[src/rtl/mailbox_irq.sv]
module mailbox_irq #(
  parameter int AW = 12,
  parameter int DW = 9
) (
  input  logic          clk,
  input  logic          rst_n,
  input  logic [AW-1:0] l_addr,
  input  logic          l_ce_n,
  input  logic          l_oe_n,
  input  logic          l_rw,
  input  logic [DW-1:0] l_wdata,
  output logic [DW-1:0] l_rdata,
  input  logic [AW-1:0] r_addr,
  input  logic          r_ce_n,
  input  logic          r_oe_n,
  input  logic          r_rw,
  input  logic [DW-1:0] r_wdata,
  output logic [DW-1:0] r_rdata,
  output logic          int_l_n,
  output logic          int_r_n
);
  localparam logic [AW-1:0] BOX_TO_R = '1;
  localparam logic [AW-1:0] BOX_TO_L = BOX_TO_R - 1'b1;

  logic l_wr, l_rd, r_wr, r_rd;
  logic [DW-1:0] word_to_r, word_to_l;
  logic flag_r, flag_l;

  assign l_wr = !l_ce_n && !l_rw;
  assign l_rd = !l_ce_n && l_rw && !l_oe_n;
  assign r_wr = !r_ce_n && !r_rw;
  assign r_rd = !r_ce_n && r_rw && !r_oe_n;

  logic set_r, clr_r, set_l, clr_l;
  assign set_r = l_wr && (l_addr == BOX_TO_R);
  assign clr_r = r_rd && (r_addr == BOX_TO_R);
  assign set_l = r_wr && (r_addr == BOX_TO_L);
  assign clr_l = l_rd && (l_addr == BOX_TO_L);

  always_ff @(posedge clk or negedge rst_n) begin
    if (!rst_n) begin
      word_to_r <= '0;
      word_to_l <= '0;
    end else begin
      if (l_wr && l_addr == BOX_TO_R)      word_to_r <= l_wdata;
      else if (r_wr && r_addr == BOX_TO_R) word_to_r <= r_wdata;
      if (l_wr && l_addr == BOX_TO_L)      word_to_l <= l_wdata;
      else if (r_wr && r_addr == BOX_TO_L) word_to_l <= r_wdata;
    end
  end

  always_ff @(posedge clk or negedge rst_n) begin
    if (!rst_n) begin
      flag_r <= 1'b0;
      flag_l <= 1'b0;
    end else begin
      if (set_r)      flag_r <= 1'b1;
      else if (clr_r) flag_r <= 1'b0;
      if (set_l)      flag_l <= 1'b1;
      else if (clr_l) flag_l <= 1'b0;
    end
  end

  function automatic logic [DW-1:0] pick(input logic rd, input logic [AW-1:0] a,
                                         input logic [DW-1:0] wr_word, input logic [DW-1:0] wl_word);
    if (!rd)                 return '0;
    else if (a == BOX_TO_R)  return wr_word;
    else if (a == BOX_TO_L)  return wl_word;
    else                     return '0;
  endfunction

  always_ff @(posedge clk or negedge rst_n) begin
    if (!rst_n) begin
      l_rdata <= '0;
      r_rdata <= '0;
    end else begin
      l_rdata <= pick(l_rd, l_addr, word_to_r, word_to_l);
      r_rdata <= pick(r_rd, r_addr, word_to_r, word_to_l);
    end
  end

  assign int_r_n = !flag_r;
  assign int_l_n = !flag_l;

  assert_set_r_R3: assert property (@(posedge clk) disable iff (!rst_n)
    (!l_ce_n && !l_rw && l_addr == BOX_TO_R) |=> !int_r_n);
  assert_clr_r_R4: assert property (@(posedge clk) disable iff (!rst_n)
    (!r_ce_n && r_rw && !r_oe_n && r_addr == BOX_TO_R &&
     !(!l_ce_n && !l_rw && l_addr == BOX_TO_R)) |=> int_r_n);
  assert_set_l_R5: assert property (@(posedge clk) disable iff (!rst_n)
    (!r_ce_n && !r_rw && r_addr == BOX_TO_L) |=> !int_l_n);
  assert_clr_l_R6: assert property (@(posedge clk) disable iff (!rst_n)
    (!l_ce_n && l_rw && !l_oe_n && l_addr == BOX_TO_L &&
     !(!r_ce_n && !r_rw && r_addr == BOX_TO_L)) |=> int_l_n);
  assert_own_r_R8: assert property (@(posedge clk) disable iff (!rst_n)
    (!r_ce_n && !r_rw && r_addr == BOX_TO_R && !(!l_ce_n && !l_rw && l_addr == BOX_TO_R))
    |=> $stable(int_r_n));
  assert_own_l_R8: assert property (@(posedge clk) disable iff (!rst_n)
    (!l_ce_n && !l_rw && l_addr == BOX_TO_L && !(!r_ce_n && !r_rw && r_addr == BOX_TO_L))
    |=> $stable(int_l_n));
  assert_idle_rdata_R9: assert property (@(posedge clk) disable iff (!rst_n)
    (l_ce_n || !l_rw || l_oe_n) |=> (l_rdata == '0));
endmodule

[config.mk]
export PLATFORM = sky130hd
export DESIGN_NAME = mailbox_irq
export DESIGN_NICKNAME = d
export VERILOG_FILES = /design/src/rtl/mailbox_irq.sv
export SDC_FILE = /design/constraint.sdc
export NUM_CORES = 1
export LEC_CHECK = 0
export BUFFER_PORTS_ARGS = -buffer_cell sky130_fd_sc_hd__buf_2
export CORE_MARGIN = 2
export CORE_UTILIZATION = 43
export CTS_CLUSTER_SIZE = 24
export DETAILED_ROUTE_END_ITERATION = 10
export PLACE_DENSITY_LB_ADDON = 0.12
export SYNTH_ARGS = -nofsm -noshare
export SYNTH_HDL_FRONTEND = slang
export SYNTH_SLANG_ARGS = --single-unit
[constraint.sdc]
create_clock -name clk -period 0.8 [get_ports clk]
set_clock_uncertainty 0.1 [all_clocks]
set_input_delay 0.08 -clock clk [delete_from_list [all_inputs] [get_ports clk]]
set_output_delay 0.08 -clock clk [all_outputs]
set_load 0.01 [all_outputs]
# ---- After elaboration in Yosys (flattened, before gate mapping)
# Index checks and enable logic that the tools add are counted.
dict set report word_totals {
  regBits 38
  inputBits 50
  word_cells 48
}
dict set report classes {
  n_eq_ne 4
  n_mux 14
  n_reduce_logical 24
}
# cell n
set ops {}
lappend ops {{$mux W9} 10}
lappend ops {{$eq A12 B12 Y1 const B} 4}
lappend ops {{$logic_and A1 B1 Y1} 12}
lappend ops {{$logic_not A1 Y1} 8}
lappend ops {{$reduce_bool A2 Y1} 4}
lappend ops {{$mux W1} 4}

# ---- Depth between registers and ports, before layout
# Gate-level depths: netlist (run 1).
dict set report depth {
  ltp_word 6
  mapped_depth 5
}

# ---- Worst setup path after synthesis (run 1)
# No wires, ideal clock.
dict set report synth_path {
  path_kind {input -> register}
  start {input port l_ce_n}
  end {register word_to_l[0]}
  t_arrival_ns 1.330
  slack_ns -0.754
  stages 5
  n_path_buf 1
  cell_sequence {nand3b_1 > or4_1 > or3_1 > buf_6 > a2bb2oi_1}
}
dict set report synth_between {
  elab_chain_cells 4
}
# element line_no
set synth_lines {}
lappend synth_lines {{from (decl)} 8} ;# input logic l_ce_n,
lappend synth_lines {{$logic_not A1 Y1 (*)} 29} ;# assign l_wr = !l_ce_n && !l_rw;
lappend synth_lines {{$logic_and A1 B1 Y1 (*)} 29}
lappend synth_lines {{$logic_and A1 B1 Y1 (*)} 47} ;# if (l_wr && l_addr == BOX_TO_L) word_to_l <= l_wdata;
lappend synth_lines {{$mux W9 / $reduce_bool A2 Y1 (equally long branches)} --}
lappend synth_lines {{to (signal assigned)} 47}
lappend synth_lines {{to (signal assigned)} 48} ;# else if (r_wr && r_addr == BOX_TO_L) word_to_l <= r_wdata;
lappend synth_lines {{to (decl)} 26} ;# logic [DW-1:0] word_to_r, word_to_l;
# Mark *: on every way between the ends. The rest lies on a longest branch, timed or not.
# A chain may end at the register's enable or synchronous reset.

# ---- Worst setup path in the final report (run 1)
dict set report layout_path {
  start {input port l_ce_n}
  end {register word_to_l[1]}
}
# The elaborated chain is that of the path after synthesis.

==> results of run 1 <==
-- synthesized netlist by cell type, drive strengths merged, types with 3 or more instances --
| cell | n | area share |
|---|---|---|
| nand2 | 21 | 0.043 |
| dfrtp | 38 | 0.52 |
| and4 | 3 | 0.014 |
| nand4 | 5 | 0.021 |
| clkbuf | 3 | 0.0062 |
| or4 | 3 | 0.014 |
| and3 | 9 | 0.031 |
| nor2 | 21 | 0.043 |
| mux2i | 9 | 0.050 |
| buf | 3 | 0.011 |
| nor4 | 4 | 0.028 |
| a2bb2oi | 9 | 0.047 |
| a21oi | 27 | 0.074 |
| nand4b | 3 | 0.014 |
| a22o | 9 | 0.043 |
-- worst paths after layout --
check	endpoint	depth (start not counted)
setup reg to reg	l_rdata[8]	2
hold reg to reg	r_rdata[0]	1
max in group asynchronous	word_to_l[7]	3
hold / removal	word_to_l[4]	2
min in group asynchronous	r_rdata[6]	3
setup / recovery	word_to_l[1]	6
-- through the flow --
step / cell area, µm² / std cells / setup slack [ns] / util / setup TNS, ns
floorplan: 1870 / 177 / -0.735 / - / -21.59
global placement: 2450 / 317 / -0.908 / 0.608 / -29.13
detailed placement: 2450 / 317 / -0.917 / 0.608 / -29.86
CTS: 2820 / 333 / -0.512 / 0.699 / -17.71
global route: 2960 / 336 / -0.573 / 0.735 / -19.77
finish: 2960 / 336 / -0.530 / 0.735 / -17.26
-- flip-flops by register name, summed over array words and instances, names as in the netlist --
signal / cells
flag_l: 1
word_to_l: 9
word_to_r: 9
l_rdata: 9
flag_r: 1
r_rdata: 9
-- worst reg2reg max path, stage by stage, from the launching register on --
cell and delay [ns]:
dfrtp_1 0.40, mux2i_1 0.28, nor2_4 0.07
-- layout make-up --
class                           count  area [µm²]
Clock buffer                        6        82.6
Fill cell                         295        1070
Multi-Input combinational cell    132        1020
Tap cell                           50        62.6
Timing Repair Buffer              106         776
Clock inverter                      2        60.1
Inverter                            2        7.51
Sequential cell                    38         951
-- power by group through the flow --
stage	Clock, µW	Combinational, µW	Sequential, µW
after global routing	2100	452	1930
after global placement	0	342	1970
after detailed placement	0	344	1970
after floorplan	0	88.9	1970
after CTS	2030	404	1930
final	2020	417	1930
-- cell families (layout without fill, tap and decap cells) --
logic type | count (synthesis) | after routing
AOI/OAI and AO/OA | 47 | 47
buffers and inverters | 8 | 116
DFF | 38 | 38
muxes | 9 | 9
and+or+nand+nor | 75 | 76
-- timing repair --
| action | 4_1_cts | 5_1_grt |
|---|---|---|
| endpoints found under the setup margin | 58 | 58 |
| gates resized for setup | 37 | 33 |
| hold endpoints to repair | 56 | 11 |
| buffers inserted | 4 | 3 |
| gates cloned | 2 | 1 |
| pin swaps | 16 | 10 |
-- routing by layer --
layer / wire (µm) / share of wire / global-route usage
met2: 2630 / 0.50 / 0.407
met4: 136 / 0.026 / 0.127
met1: 2170 / 0.41 / 0.295
met3: 324 / 0.062 / 0.0422
met5: 0 / 0 / 0
-- cells in the final DEF, fill, tap and decap left out, drive strengths merged, types with 2 or more instances in the layout --
cell type and n:
dfrtp 38, mux2i 9, or4 4, inv 2, a21oi 27, clkbuf 6, a22o 9, buf 103
a2bb2oi 9, dlygate4sd3 3, nand4 5, nor2 21, bufinv 2, and3 9, nand4b 3, nor4 4
and4 3, nand2 21, o21ai 2
==> impl_results.md, run 1 <==
* Starting density of the core at 0.450
* PortBufs at 69
* Syn Nets at ~230
* Worst Hold Class: in2reg
* Sequential element share of the synthesized area at 0.524
* Area Overhead vs Synth at 63.2%
* Worst Path Max Fanout at 5
* Post-Synth Simple-Gate Area at 0.234
* Number of synthesized register bits at 38
* Max Cap Viol at 0
* DRT antenna net count at 0
* R2r startpoint: word_to_r[8]
* RSZ-0062 raised after global routing: true
* Period utilisation layout at 1.66
* Cells after synthesis at 177
* Clock Latency Late Sink at just under 0.3 ns
* Cell seen most often among critical-path stages: buf_6
* R2R setup slack at -0.16 ns
* Pwr/cell area at 1480 nW/µm²
* Vias in the first global route at 1,747
* Hold WS at -0.0463 ns
* Slowest-stage cell, CP: or4_4
* Nets at 335
* Worst Slack Setup Final at -0.530 ns
* ANT cells at 0
* Layout cells sized above 1 at 0.538
* Crit path DAT at 1.41 ns
* DRT Pass-1 Iters at 5
* Clock share of power at 0.463
* Crit end category: register
* Hold_buf cts at 3
* 1st-iter DRT viols at 130
* H-tree depth at 2
* Post-synthesis xor/xnor area fraction at 0
* Via/cell ratio at 5.44
* Number of remaining DRC errors at 0
* Clk Tree Root Cell: clkbuf_8
* Final setup viols at 58
* Synth Area in Adders at 0
* Post-detail-place hpwl at 3450 µm
* Die Ht at 69.0 µm
* Worst endpoint required time at 0.88 ns
* Int Power at between 3000 and 4000 µW
* Core footprint at 4030 µm²
* Total vias in the final route at 1,829
* Worst slew pin tran at 0.304 ns
* Critical path class: in2reg
* Delay of the slowest cell on the worst path at 0.43 ns
* Synth Area in Compound Gates at 0.170
* RePlAce Congestion at 0.749
* Async SR Flop Fraction at 1.00
* Die span in x at 69.0 µm
* Post-route minimum period at 1.33 ns
* Leakage power at 0.00145 µW
* Main synth FF type: dfrtp_1
* Clock tree from TritonCTS: yes
* Largest family of logic cells by synthesized area: simple AND/OR/NAND/NOR gates
* NetSw at 889 µW
* Slew Viols, Final at 0
* Initial antenna violation count at 0
* Grt total ovfl at 0
* First-pass GRT wire length at 8200 µm
* I/O pins at 70
* Avg Cell Area, Syn at ~10 µm²
* Maximum vdd drop at slightly below 0.0009 V
* Max_slew headroom at 0.791
* Synth Cell Area at 1810 µm²
* Outcome: complete, but fails checks
* Bufs on Longest Clock Path at 2
* Overall Power at around 4400 µW
* Yosys cell types at 28
* Worst path cell trace: buf_6 > nand3b_1 > or4_4 > or3_4 > buf_6 > a2bb2oi_2
* CP startpoint: l_ce_n
* EDFF count, synth at 0
* TritonCTS buffer count at 5
* TritonCTS sink count at 38
* Hold_sp: l_wdata[4]
* Cell Rows at 23
* Failing checks: negative hold slack, negative setup slack
* Hold Vio Cnt, Final at 13
* Die Area at ~4800 µm²
* Largest net degree at the start of global routing at 39
* WL final at 5260 µm
* Global-route usage over all layers at 0.242
* Mux contribution to synthesized area at 0.0497
* Crit-path leading delay family: simple AND/OR/NAND/NOR gates
* Sequential group share of total power at 0.442
* Fmax at ~750 MHz
* CP Buf/Inv Count at 2
* Worst-path clk slew at about 0.080 ns
* Detail-routed net length per standard cell at ~16 µm
* Startpoint Class: primary input
* Combinational group share of total power at 0.095
* Synth warnings at 0
* Switching Fraction at 0.203
Power figures use the tool's default switching activity.
==> run 2, diff against run 1 <==
--- a/config.mk
+++ b/config.mk
@@ -5,9 +5,10 @@
 export SDC_FILE = /design/constraint.sdc
 export NUM_CORES = 1
 export LEC_CHECK = 0
+export ABC_AREA = 1
 export BUFFER_PORTS_ARGS = -buffer_cell sky130_fd_sc_hd__buf_2
 export CORE_MARGIN = 2
-export CORE_UTILIZATION = 43
+export CORE_UTILIZATION = 44
 export CTS_CLUSTER_SIZE = 24
 export DETAILED_ROUTE_END_ITERATION = 10
 export PLACE_DENSITY_LB_ADDON = 0.12
==> run 2 against run 1 <==
Compared with the run above: the flow still finishes with violations (negative hold slack, negative setup slack); critical path type is now reg2out; non-clock buffer count increased by 8; clock power fell by 29%; die area rose by 3.6%; worst setup slack improved by 0.28 ns; global-route usage up 6.7 points; fmax is 27% higher; via count up 35%.
==> impl_results.md, run 2 <==
* Outcome: complete, but fails checks
* Failing checks: negative hold slack, negative setup slack
* Worst slew pin tran at 0.310 ns
* Top cells by area, synth: dfrtp_1 49%, nand3_1 18%, nand2_1 15%, inv_1 4.9%, o21ai_0 2.3%
* Period utilisation layout at 1.31
* Max_slew headroom at 0.793
* Synth warnings at 0
* WL final at about 8400 µm
* Overall Power at approximately 4000 µW
* Largest net degree at the start of global routing at 39
* Vias in the first global route at 2,396
* TritonCTS buffer count at 5
* Design Area, Final at 3680 µm²
* Hold Vio Cnt, Final at 8
* Commonest cells in the synthesized netlist: 77 x nand2_1, 68 x nand3_1, 38 x dfrtp_1, 25 x inv_1, 11 x nor2_1
* Grt total ovfl at 0
* DRT Pass-1 Iters at 7
* Starting density of the core at 0.449
* Yosys cell types at 18
* Placed Area at roughly 2600 µm²
* 1st-iter DRT viols at 267
* Reg2reg end: l_rdata[7]
* R2r startpoint: word_to_l[7]
* Number of synthesized register bits at 38
* Die Ht at 70.2 µm
* Critical path class: reg2out
* Crit path DAT at 0.87 ns
* Crit end category: output pin
* Post-route minimum period at 1.05 ns
* Cells after synthesis at 250
* Clock Latency Late Sink at 0.30 ns
* DRT antenna net count at 0
* TritonCTS sink count at 38
* Slew Viols, Final at 0
* H-tree depth at 2
* Worst Hold Class: in2reg
* I/O pins at 70
* Hold_sp: r_wdata[8]
* Synth area leader: dfrtp_1
* Syn Nets at 300
* Startpoint Class: register
* CP startpoint: flag_l
* Fillers at 204
* Global-route usage over all layers at 0.309
* Post-detail-place hpwl at 3770 µm
* Leakage power at 0.00191 µW
* Sequential element share of the synthesized area at 0.494
* Maximum vdd drop at 0.000625 V
* FF-to-FF path depth at 3
* Hold Crit Depth at 3
* First-pass GRT wire length at 11,600 µm
* ANT cells at 0
* Fmax at 955 MHz
* Commonest non-fill, non-tap cells in the layout: 46 x buf_2, 37 x dfrtp_1, 37 x buf_6
* Worst Slack Setup Final at -0.247 ns
* Avg Cell Area, Syn at roughly 7.7 µm²
* Hold WS at -0.0712 ns
* Max Cap Viol at 0
* Async SR Flop Fraction at 1.00
* Worst endpoint required time at 0.62 ns
* R2R setup slack at -0.11 ns
* Worst Hold End: word_to_r[8]
* Pwr/cell area at 1080 nW/µm²
* Die span in x at 70.2 µm
* Via/cell ratio at around 6
* Nets at 418
* Cell Rows at 24
* Number of remaining DRC errors at 0
* Bufs on Longest Clock Path at 2
* Core footprint at 4290 µm²
* Clk Tree Root Cell: clkbuf_8
* Share of the synthesized area in the top cell type at 0.494
* Area Overhead vs Synth at 91.2%
* Main synth FF type: dfrtp_1
* Leading cell type in the layout, fill and taps excluded: buf_2
* Worst-path clk slew at 0.08 ns
* Dpl ws at -0.494 ns
* Layout cells sized above 1 at 0.645
* PortBufs at between 60 and 70
* Clock tree from TritonCTS: yes
* Detail-routed net length per standard cell at 19.9 µm
* RSZ-0062 raised after global routing: true
* Die Area at 4920 µm²
* Total vias in the final route at 2,478
* EDFF count, synth at 0
* Synth Cell Area at 1930 µm²
* RePlAce Congestion at about 0.83
* Initial antenna violation count at 0
* Most frequent cell after synthesis: nand2_1
* Final setup viols at between 50 and 60
* Worst Path Max Fanout at 2
run 2: cells by family (layout without fill, tap and decap cells):
kind of cell | after synthesis | count (layout) | share of synthesized area
buf+inv | 31 | 147 | 0.0649
compound gates | 11 | 11 | 0.0299
flops | 38 | 38 | 0.494
simple gates | 170 | 173 | 0.412
run 2: how the worst max path moves through the flow:
stage / to / cells past startpoint
3_5_place_dp: word_to_l[3] / 8
4_1_cts: int_l_n / 2
5_1_grt: int_l_n / 2
6_report: int_l_n / 2
2_1_floorplan: flag_l / 3
3_3_place_gp: r_rdata[8] / 8
run 2: layout make-up:
class                           instances  area (µm²)  area share
Clock buffer                            6        82.6      0.0224
Clock inverter                          2        12.5     0.00340
Inverter                               25         101      0.0275
Multi-Input combinational cell        184        1490       0.404
Sequential cell                        38         952       0.258
Tap cell                               52        65.1      0.0177
Timing Repair Buffer                  114         982       0.267
run 2: critical path: stages, from the launching register on:
cell and delay (ns):
dfrtp_1 0.37, inv_1 0.07, buf_2 0.13
run 2: metrics by stage:
step           setup TNS (ns)  utilization  hold WS [ns]  instances
3_5_place_dp           -16.01        0.615       -0.0384        380
2_1_floorplan           -6.68            -        -0.316        250
5_1_grt                -10.35        0.858       -0.0563        421
3_3_place_gp           -15.63        0.615       -0.0375        380
4_1_cts                 -6.44        0.796       -0.0596        416
6_report                -8.41        0.858       -0.0712        421
run 2: power breakdown:
| part | internal, µW | switching [µW] |
|---|---|---|
| registers | 1920 | 6.18 |
| logic | 305 | 325 |
| clock network | 693 | 738 |
run 2: layer usage:
metal,share of wire,global-route usage,up-vias
met2,0.49,0.539,180
met4,0.069,0.173,0
met3,0.085,0.0592,65
li1,-,-,1061
met1,0.35,0.355,1172
met5,0,0,-
run 2: repair_timing:
action / in CTS / in global routing
gates cloned: 6 / 0
gates resized for setup: 110 / 62
hold endpoints to repair: 49 / 10
endpoints found under the setup margin: 58 / 58
hold buffers: 2 / 2
pin swaps: 29 / 28
buffers inserted: 21 / 5
==> run 3, diff against run 2 <==
--- a/config.mk
+++ b/config.mk
@@ -12,6 +12,7 @@
 export CTS_CLUSTER_SIZE = 24
 export DETAILED_ROUTE_END_ITERATION = 10
 export PLACE_DENSITY_LB_ADDON = 0.12
+export RECOVER_POWER = 50
 export SYNTH_ARGS = -nofsm -noshare
 export SYNTH_HDL_FRONTEND = slang
 export SYNTH_SLANG_ARGS = --single-unit
==> run 3 against run 2 <==
Compared with the run above: the flow still finishes with violations (negative hold slack, negative setup slack); sequential share of layout area rose by 0.070 points; design area decreased by 0.27%; non-clock buffer count is the same; sequential power barely moved; critical path depth is the same.
==> impl_results.md, run 3 (same netlist as run 2, synthesis figures left out) <==
* Post-detail-place hpwl at 3770 µm
* Max Cap Viol at 0
* Clock Latency Late Sink at 0.30 ns
* Overall Power at between 3000 and 4000 µW
* Initial antenna violation count at 0
* H-tree depth at 2
* Startpoint Class: register
* Grt total ovfl at 0
* Nets at 418
* Hold_sp: r_wdata[8]
* Pwr/cell area at 1090 nW/µm²
* Reg2reg end: l_rdata[7]
* Placed Area at 2640 µm²
* Die span in x at 70.2 µm
* Detail-routed net length per standard cell at 19.8 µm
* Number of remaining DRC errors at 0
* Delay of the slowest cell on the worst path at between 0.3 and 0.4 ns
* DRT Pass-1 Iters at 5
* Hold Crit Depth at 3
* Final setup viols at 58
* Worst path cell trace: inv_1 > buf_2
* DRT antenna net count at 0
* Max_slew headroom at 0.761
* PortBufs at 69
* Clk Tree Root Cell: clkbuf_8
* Worst endpoint required time at 0.62 ns
* R2r startpoint: word_to_l[7]
* Worst-path clk slew at 0.08 ns
* Largest net degree at the start of global routing at 39
* I/O pins at 70
* Worst Hold End: word_to_r[8]
* Failing checks: negative hold slack, negative setup slack
* RSZ-0062 raised after global routing: true
* Vias in the first global route at 2,396
* Clock tree from TritonCTS: yes
* Fillers at 206
* Global-route usage over all layers at 0.309
* Maximum vdd drop at approximately 0.00063 V
* Fmax at 954 MHz
* Critical path class: reg2out
* Via/cell ratio at just under 6
* Worst Slack Setup Final at -0.248 ns
* Slew Viols, Final at 0
* Design Area, Final at approximately 3700 µm²
* Worst slew pin tran at 0.358 ns
* Leakage power at 0.00191 µW
* WL final at 8330 µm
* Layout cells sized above 1 at 0.642
* Bufs on Longest Clock Path at 2
* Period utilisation layout at 1.31
* Die Ht at 70.2 µm
* TritonCTS sink count at 38
* Commonest non-fill, non-tap cells in the layout: 45 x buf_2, 38 x buf_6, 37 x dfrtp_1
* ANT cells at 0
* Die Area at between 4000 and 5000 µm²
* Outcome: complete, but fails checks
* FF-to-FF path depth at 3
* Core footprint at 4290 µm²
* Starting density of the core at 0.449
* Area Overhead vs Synth at 90.7%
* 1st-iter DRT viols at 300
* TritonCTS buffer count at 5
* R2R setup slack at -0.11 ns
* First-pass GRT wire length at between 10,000 and 15,000 µm
* RePlAce Congestion at 0.829
* Worst Path Max Fanout at 2
* Total vias in the final route at 2,440
* Leading cell type in the layout, fill and taps excluded: buf_2
* Post-route minimum period at between 1 and 1.5 ns
* Crit end category: output pin
* Cell Rows at 24
* Crit path DAT at 0.87 ns
* Slowest-stage cell, CP: dfrtp_1
* Hold Vio Cnt, Final at 8
* Worst Hold Class: in2reg
* Hold WS at -0.0720 ns
## run 3: changes by cell type in the layout (fill, tap and decap cells not counted)
cell | before | now
buf_12 | 3 | 2
buf_2 | 46 | 45
buf_6 | 37 | 38
clkbuf_1 | 0 | 1
## run 3: where the power goes
part	internal (µW)	total [µW]	switching, µW
combinational	299	621	322
clock	693	1440	746
sequential	1920	1930	6.11
## run 3: what timing repair did
action,CTS,global route
endpoints found under the setup margin,58,58
buffers inserted,21,5
pin swaps,29,28
hold endpoints to repair,49,10
gates resized for setup,110,62
gates cloned,6,0
hold buffers,2,2
## run 3: how the worst max path moves through the flow
stage                           from           end  slack [ns]  cells past startpoint
after floorplan               l_ce_n        flag_l       -0.29                      3
after CTS                     flag_l       int_l_n       -0.23                      2
after global routing          flag_l       int_l_n       -0.27                      2
final                         flag_l       int_l_n       -0.25                      2
after global placement     r_addr[7]    r_rdata[8]       -0.49                      8
after detailed placement  l_addr[10]  word_to_l[3]       -0.49                      8
## run 3: metal layers
| metal | track usage | vias up | wire length [µm] |
|---|---|---|---|
| li1 | - | 1060 | - |
| met1 | 0.355 | 1144 | 2920 |
| met2 | 0.539 | 186 | 4210 |
| met3 | 0.0592 | 50 | 730 |
| met4 | 0.173 | 0 | 466 |
| met5 | 0 | - | 0 |
## run 3: worst max-delay path: cells and delay by family, from the launching register on
kind | cells | cell delay, ns
flops | 1 | 0.37
buf+inv | 2 | 0.20
## run 3: final cells by class
cell class                 instances  area [µm²]  area share
sequential                        38         952       0.259
clock buffer                       6        82.6      0.0225
inverter                          25         101      0.0276
multi-input combinational        184        1490       0.405
timing repair buffer             114         972       0.265
tap                               52        65.1      0.0177
clock inverter                     2        12.5     0.00340
## run 3: metrics by stage
stage / utilization / hold slack (ns) / TNS [ns] / setup slack [ns] / cells
3_5_place_dp: 0.615 / -0.0384 / -16.01 / -0.494 / 380
3_3_place_gp: 0.615 / -0.0375 / -15.63 / -0.487 / 380
5_1_grt: 0.856 / -0.0563 / -10.38 / -0.265 / 421
2_1_floorplan: - / -0.316 / -6.68 / -0.289 / 250
4_1_cts: 0.796 / -0.0596 / -6.44 / -0.225 / 416
6_report: 0.856 / -0.0720 / -8.39 / -0.248 / 421
